`src/rtl/i2c_irq_pkg.sv`:
```
package i2c_irq_pkg;
  // Address match kinds, one request line each.
  localparam int unsigned ADDR_KINDS = 5;
  // SMBus timeout kinds, one request line each.
  localparam int unsigned TMO_KINDS  = 4;

  typedef enum int unsigned {
    TMO_CLK_LOW  = 0,
    TMO_SCL_HIGH = 1,
    TMO_SDA_HIGH = 2,
    TMO_STRETCH  = 3
  } tmo_kind_e;

  // Timeout kinds that must never raise the pending flag.
  localparam logic [TMO_KINDS-1:0] TMO_IGNORE_DEF =
    (TMO_KINDS'(1) << TMO_SCL_HIGH) | (TMO_KINDS'(1) << TMO_SDA_HIGH);
endpackage

```
`src/rtl/i2c_irq_src_qual.sv`:
```
module i2c_irq_src_qual #(
  parameter int unsigned     N_ADDR     = 5,
  parameter int unsigned     N_TMO      = 4,
  parameter logic [N_TMO-1:0] TMO_IGNORE = '0
) (
  input  logic              byte_done_i,
  input  logic [N_ADDR-1:0] addr_hit_i,
  input  logic              arb_lost_i,
  input  logic [N_TMO-1:0]  tmo_i,
  input  logic              stop_i,
  input  logic              stop_en_i,
  output logic              set_o
);
  logic [N_TMO-1:0] tmo_live;

  // Mask the timeout kinds that are not interrupt sources.
  for (genvar g = 0; g < N_TMO; g++) begin : g_tmo
    if (TMO_IGNORE[g]) begin : g_drop
      assign tmo_live[g] = 1'b0;
    end else begin : g_keep
      assign tmo_live[g] = tmo_i[g];
    end
  end

  always_comb begin
    set_o = byte_done_i
          | (|addr_hit_i)
          | arb_lost_i
          | (|tmo_live)
          | (stop_i & stop_en_i);
  end
endmodule

```
`src/rtl/i2c_irq_w1c_flag.sv`:
```
module i2c_irq_w1c_flag (
  input  logic clk_i,
  input  logic rst_ni,
  input  logic set_i,
  input  logic wr_i,
  input  logic wdata_i,
  output logic q_o
);
  logic clr;
  logic en;
  logic d;
  logic q;

  // A set in the same cycle as a clear wins.
  always_comb begin
    clr = wr_i & wdata_i;
    en  = set_i | clr;
    d   = set_i;
  end

  always_ff @(posedge clk_i or negedge rst_ni) begin
    if (!rst_ni) begin
      q <= 1'b0;
    end else if (en) begin
      q <= d;
    end
  end

  assign q_o = q;
endmodule

```
`src/rtl/i2c_event_irq.sv`:
```
module i2c_event_irq #(
  parameter int unsigned      N_ADDR     = i2c_irq_pkg::ADDR_KINDS,
  parameter int unsigned      N_TMO      = i2c_irq_pkg::TMO_KINDS,
  parameter logic [N_TMO-1:0] TMO_IGNORE = i2c_irq_pkg::TMO_IGNORE_DEF
) (
  input  logic              clk_i,
  input  logic              rst_ni,
  input  logic              evt_byte_done_i,
  input  logic [N_ADDR-1:0] evt_addr_hit_i,
  input  logic              evt_arb_lost_i,
  input  logic [N_TMO-1:0]  evt_tmo_i,
  input  logic              evt_stop_i,
  input  logic              stop_irq_en_i,
  input  logic              irq_en_i,
  input  logic              stat_wr_i,
  input  logic              stat_pend_wd_i,
  input  logic              filt_wr_i,
  input  logic              filt_stop_wd_i,
  output logic              pend_o,
  output logic              stop_flag_o,
  output logic              irq_o
);
  logic evt_set;
  logic stop_q;
  logic pend_q;
  logic pend_set;

  i2c_irq_src_qual #(
    .N_ADDR    (N_ADDR),
    .N_TMO     (N_TMO),
    .TMO_IGNORE(TMO_IGNORE)
  ) i_src_qual (
    .byte_done_i(evt_byte_done_i),
    .addr_hit_i (evt_addr_hit_i),
    .arb_lost_i (evt_arb_lost_i),
    .tmo_i      (evt_tmo_i),
    .stop_i     (evt_stop_i),
    .stop_en_i  (stop_irq_en_i),
    .set_o      (evt_set)
  );

  // The stop flag records every stop, enabled or not.
  i2c_irq_w1c_flag i_stop_flag (
    .clk_i  (clk_i),
    .rst_ni (rst_ni),
    .set_i  (evt_stop_i),
    .wr_i   (filt_wr_i),
    .wdata_i(filt_stop_wd_i),
    .q_o    (stop_q)
  );

  // A held stop flag with its enable keeps re-arming the pending flag.
  always_comb begin
    pend_set = evt_set | (stop_q & stop_irq_en_i);
  end

  i2c_irq_w1c_flag i_pend_flag (
    .clk_i  (clk_i),
    .rst_ni (rst_ni),
    .set_i  (pend_set),
    .wr_i   (stat_wr_i),
    .wdata_i(stat_pend_wd_i),
    .q_o    (pend_q)
  );

  always_comb begin
    pend_o      = pend_q;
    stop_flag_o = stop_q;
    irq_o       = pend_q & irq_en_i;
  end
endmodule

```
`config.mk`:
```
export PLATFORM = sky130hd
export DESIGN_NAME = i2c_event_irq
export DESIGN_NICKNAME = d
export VERILOG_FILES = /design/src/rtl/i2c_irq_pkg.sv /design/src/rtl/i2c_irq_src_qual.sv /design/src/rtl/i2c_irq_w1c_flag.sv /design/src/rtl/i2c_event_irq.sv
export SDC_FILE = /design/constraint.sdc
export NUM_CORES = 1
export LEC_CHECK = 0
export BUFFER_PORTS_ARGS = -buffer_cell sky130_fd_sc_hd__buf_2
export CORE_AREA = 2 2 39 41
export DETAILED_ROUTE_END_ITERATION = 7
export DIE_AREA = 0 0 41 43
export HOLD_SLACK_MARGIN = 0.06
export PLACE_DENSITY = 0.35
export SKIP_LAST_GASP = 1
export SLEW_MARGIN = 20
export SYNTH_ARGS = -nofsm -noshare
export SYNTH_HDL_FRONTEND = slang
export SYNTH_HIERARCHICAL = 1
export SYNTH_SLANG_ARGS = --single-unit
```
`constraint.sdc`:
```
create_clock -name clk_i -period 2.5 [get_ports clk_i]
set_clock_uncertainty 0.15 [all_clocks]
set_input_delay 0.25 -clock clk_i [delete_from_list [all_inputs] [get_ports clk_i]]
set_output_delay 0.25 -clock clk_i [all_outputs]
set_load 0.02 [all_outputs]
```
==> results.py <==
metrics = {
    "worst_setup_path": {
        "critPathKind": "reg -> out",
        "cp.arrival_ns": 0.90,
        "critPathMaxStageDelay_ns": 0.37,
        "crit_path_max_fanout": 3,
        "crit_slowest_cell": "dfrtp_1",
        "cp.required_ns": 2.10,
        "cp-end-kind": "primary output",
        "worstPathCellList": "and2_1, buf_2",
        "worst_setup_path_start_kind": "flip-flop",
    },
    "routing": {
        "dr.pass1.iters": 4,
        "drtIter0Drc": 3,
        "drt-total-wl_um": 563,
        "drc": 0,
        "ant_nets": 0,
        "vias": 196,
        "viasPerCell": 3.77,
        "routedWlPerCell_um": 10.8,
    },
    "power": {
        "p_leak_nw": 0.129,
        "vdd_ir_drop_max_v": 0.000185,
        "power_density_mw_per_mm2": 490,
    },
    "floorplanning": {
        "die_x_um": 41,
        "dieArea_mm2": 0.00176,
        "die_h_um": 43,
        "start_util": 0.0796,
        "core-area_mm2": 0.00138,
        "io_pins": 23,
        "rows": 14,
    },
    "synth": {
        "synthCells": 12,
        "netlist.area_leader.share": 0.455,
        "ys_warn_count": 6,
        "postSynthAreaPerCell_um2": 9.18,
        "ys_types": 8,
        "ys_top_cells_by_area": "dfrtp_1, a21o_1, a211oi_1",
        "synth_area_leader_cell": "dfrtp_1",
        "synth_seq_area_share": 0.455,
        "ys_ff_latch": 2,
        "synth_fp_nets": 32,
        "synth_area_um2": 110,
    },
    "layout": {
        "layout-drive-gt1-share": 0.639,
        "area_delta_synth_final_pct": 139,
        "final_core_util": 0.190,
        "final_cells": 52,
        "postLayoutCellArea_um2": 263,
        "nets": 58,
        "antenna_cells": 0,
    },
    "clocking": {
        "htreeDepth": 1,
        "cts-buffers-inserted": 3,
        "cts_buffer_depth": 2,
        "cts.clk_slew.worst_paths_ns": 0.03,
        "cts_resized": 0,
        "clk_latency_ns": 0.22,
        "ctsRootBufferMaster": "clkbuf_4",
        "clkSinkCount": 2,
        "cts_tree": "done",
    },
    "sta": {
        "finalSetupTns_ns": 0,
        "tightest_slew_ns": 0.265,
        "final-max-slew-violation-count": 0,
        "fin_crit_sh": 0.519,
        "setup_viol_count_final": 0,
        "final.min_clock_period_ns": 1.30,
        "rsz0062_at_grt": "no",
        "fmax_mhz": 771,
        "holdWs_ns": 0.0944,
        "hold_viol_final": 0,
        "slew_headroom": 0.822,
    },
    "place": {
        "place_area_um2": 230,
        "dp.cells": 48,
        "gp_congestion": 0.614,
        "port_buffers": 20,
    },
    "global_route": {
        "grt_pass1_wl_um": 731,
        "antenna_found_initial": 0,
        "gr-total-overflow": 0,
        "grt_max_degree": 4,
        "grt_pass1_vias": 168,
        "track_usage": 0.0714,
    },
    "hold_path": {
        "min_path_type": "in -> reg",
    },
    "outcome": {
        "outcome": "completed",
    },
    "run": {
        "cap_violations": 0,
    },
}
[power breakdown]
part           internal [W]  leakage, nW  switching (W)
Clock             0.0000528       0.0138      0.0000174
Sequential        0.0000337       0.0188    0.000000799
Combinational     0.0000137       0.0968      0.0000103
Total              0.000100        0.129      0.0000285
[sequential cells by signal (all words and copies together), names as in the netlist]
register         cells
i_stop_flag/q_o      1
i_pend_flag/q_o      1
[worst max-delay path: cells and delay by family, from the launching register on]
kind                   cells  cell delay, ns
flip-flops                 1            0.37
buffers and inverters      1            0.15
AND/OR/NAND/NOR            1            0.15
[area by class of cell]
type | instances | area (um^2)
clock buffer | 3 | 22.5
fill | 155 | 1120
multi-input combinational | 10 | 60.1
sequential | 2 | 50.0
tap | 16 | 20.0
timing repair buffer | 21 | 110
[metal layers]
metal	track usage	routed length, um	up-vias
met5	0	0	-
met4	0.0200	0	0
met3	0.0890	205	0
met2	0.0438	91	30
met1	0.119	266	71
li1	-	-	95
[cells in the mapped netlist]
library cell,n
a211oi_1,1
a21o_1,3
and2_1,1
nand2_1,2
nand3_1,1
nor3_1,1
nor4_1,1
dfrtp_1,2
[path summary, 6_finish.rpt]
path | end | from | slack (ns) | cells after the start
min in group asynchronous | i_pend_flag/q_o$_DFFE_PN0P_ | rst_ni | 0.20 | 2
hold reg to reg | i_pend_flag/q_o$_DFFE_PN0P_ | i_pend_flag/q_o$_DFFE_PN0P_ | 0.34 | 1
max in group asynchronous | i_stop_flag/q_o$_DFFE_PN0P_ | rst_ni | 1.90 | 2
setup reg to reg | i_pend_flag/q_o$_DFFE_PN0P_ | i_stop_flag/q_o$_DFFE_PN0P_ | 1.53 | 2
hold / removal | i_stop_flag/q_o$_DFFE_PN0P_ | evt_stop_i | 0.09 | 2
setup / recovery | irq_o | i_pend_flag/q_o$_DFFE_PN0P_ | 1.20 | 2
[logic make-up after synthesis]
group | after synthesis | share of synthesized area
flops | 2 | 0.455
simple gates | 6 | 0.273
compound gates | 4 | 0.273
[layout by cell type (no fill, tap or decap)]
cell           Yosys  layout
nor3_1             1       1
clkbuf_4           0       3
dfrtp_1            2       2
buf_2              0      20
and2_1             1       1
nor4_1             1       1
nand2_1            2       2
a21o_1             3       3
a211oi_1           1       1
dlygate4sd3_1      0       1
nand3_1            1       1
[per-stage QoR]
| stage | setup WS, ns | power [W] |
|---|---|---|
| 6_report | 1.20 | 0.000129 |
| 3_3_place_gp | 1.20 | 0.0000585 |
| 5_1_grt | 1.16 | 0.000141 |
| 4_1_cts | 1.19 | 0.000133 |
| 3_5_place_dp | 1.21 | 0.0000579 |
| 2_1_floorplan | 1.36 | 0.0000406 |
[timing repair]
item / in CTS / in global routing
setup buffers: 0 / 0
hold buffers: 1 / 0
hold endpoints to repair: 2 / 0
No activity file was read; power rests on OpenSTA's default activity.
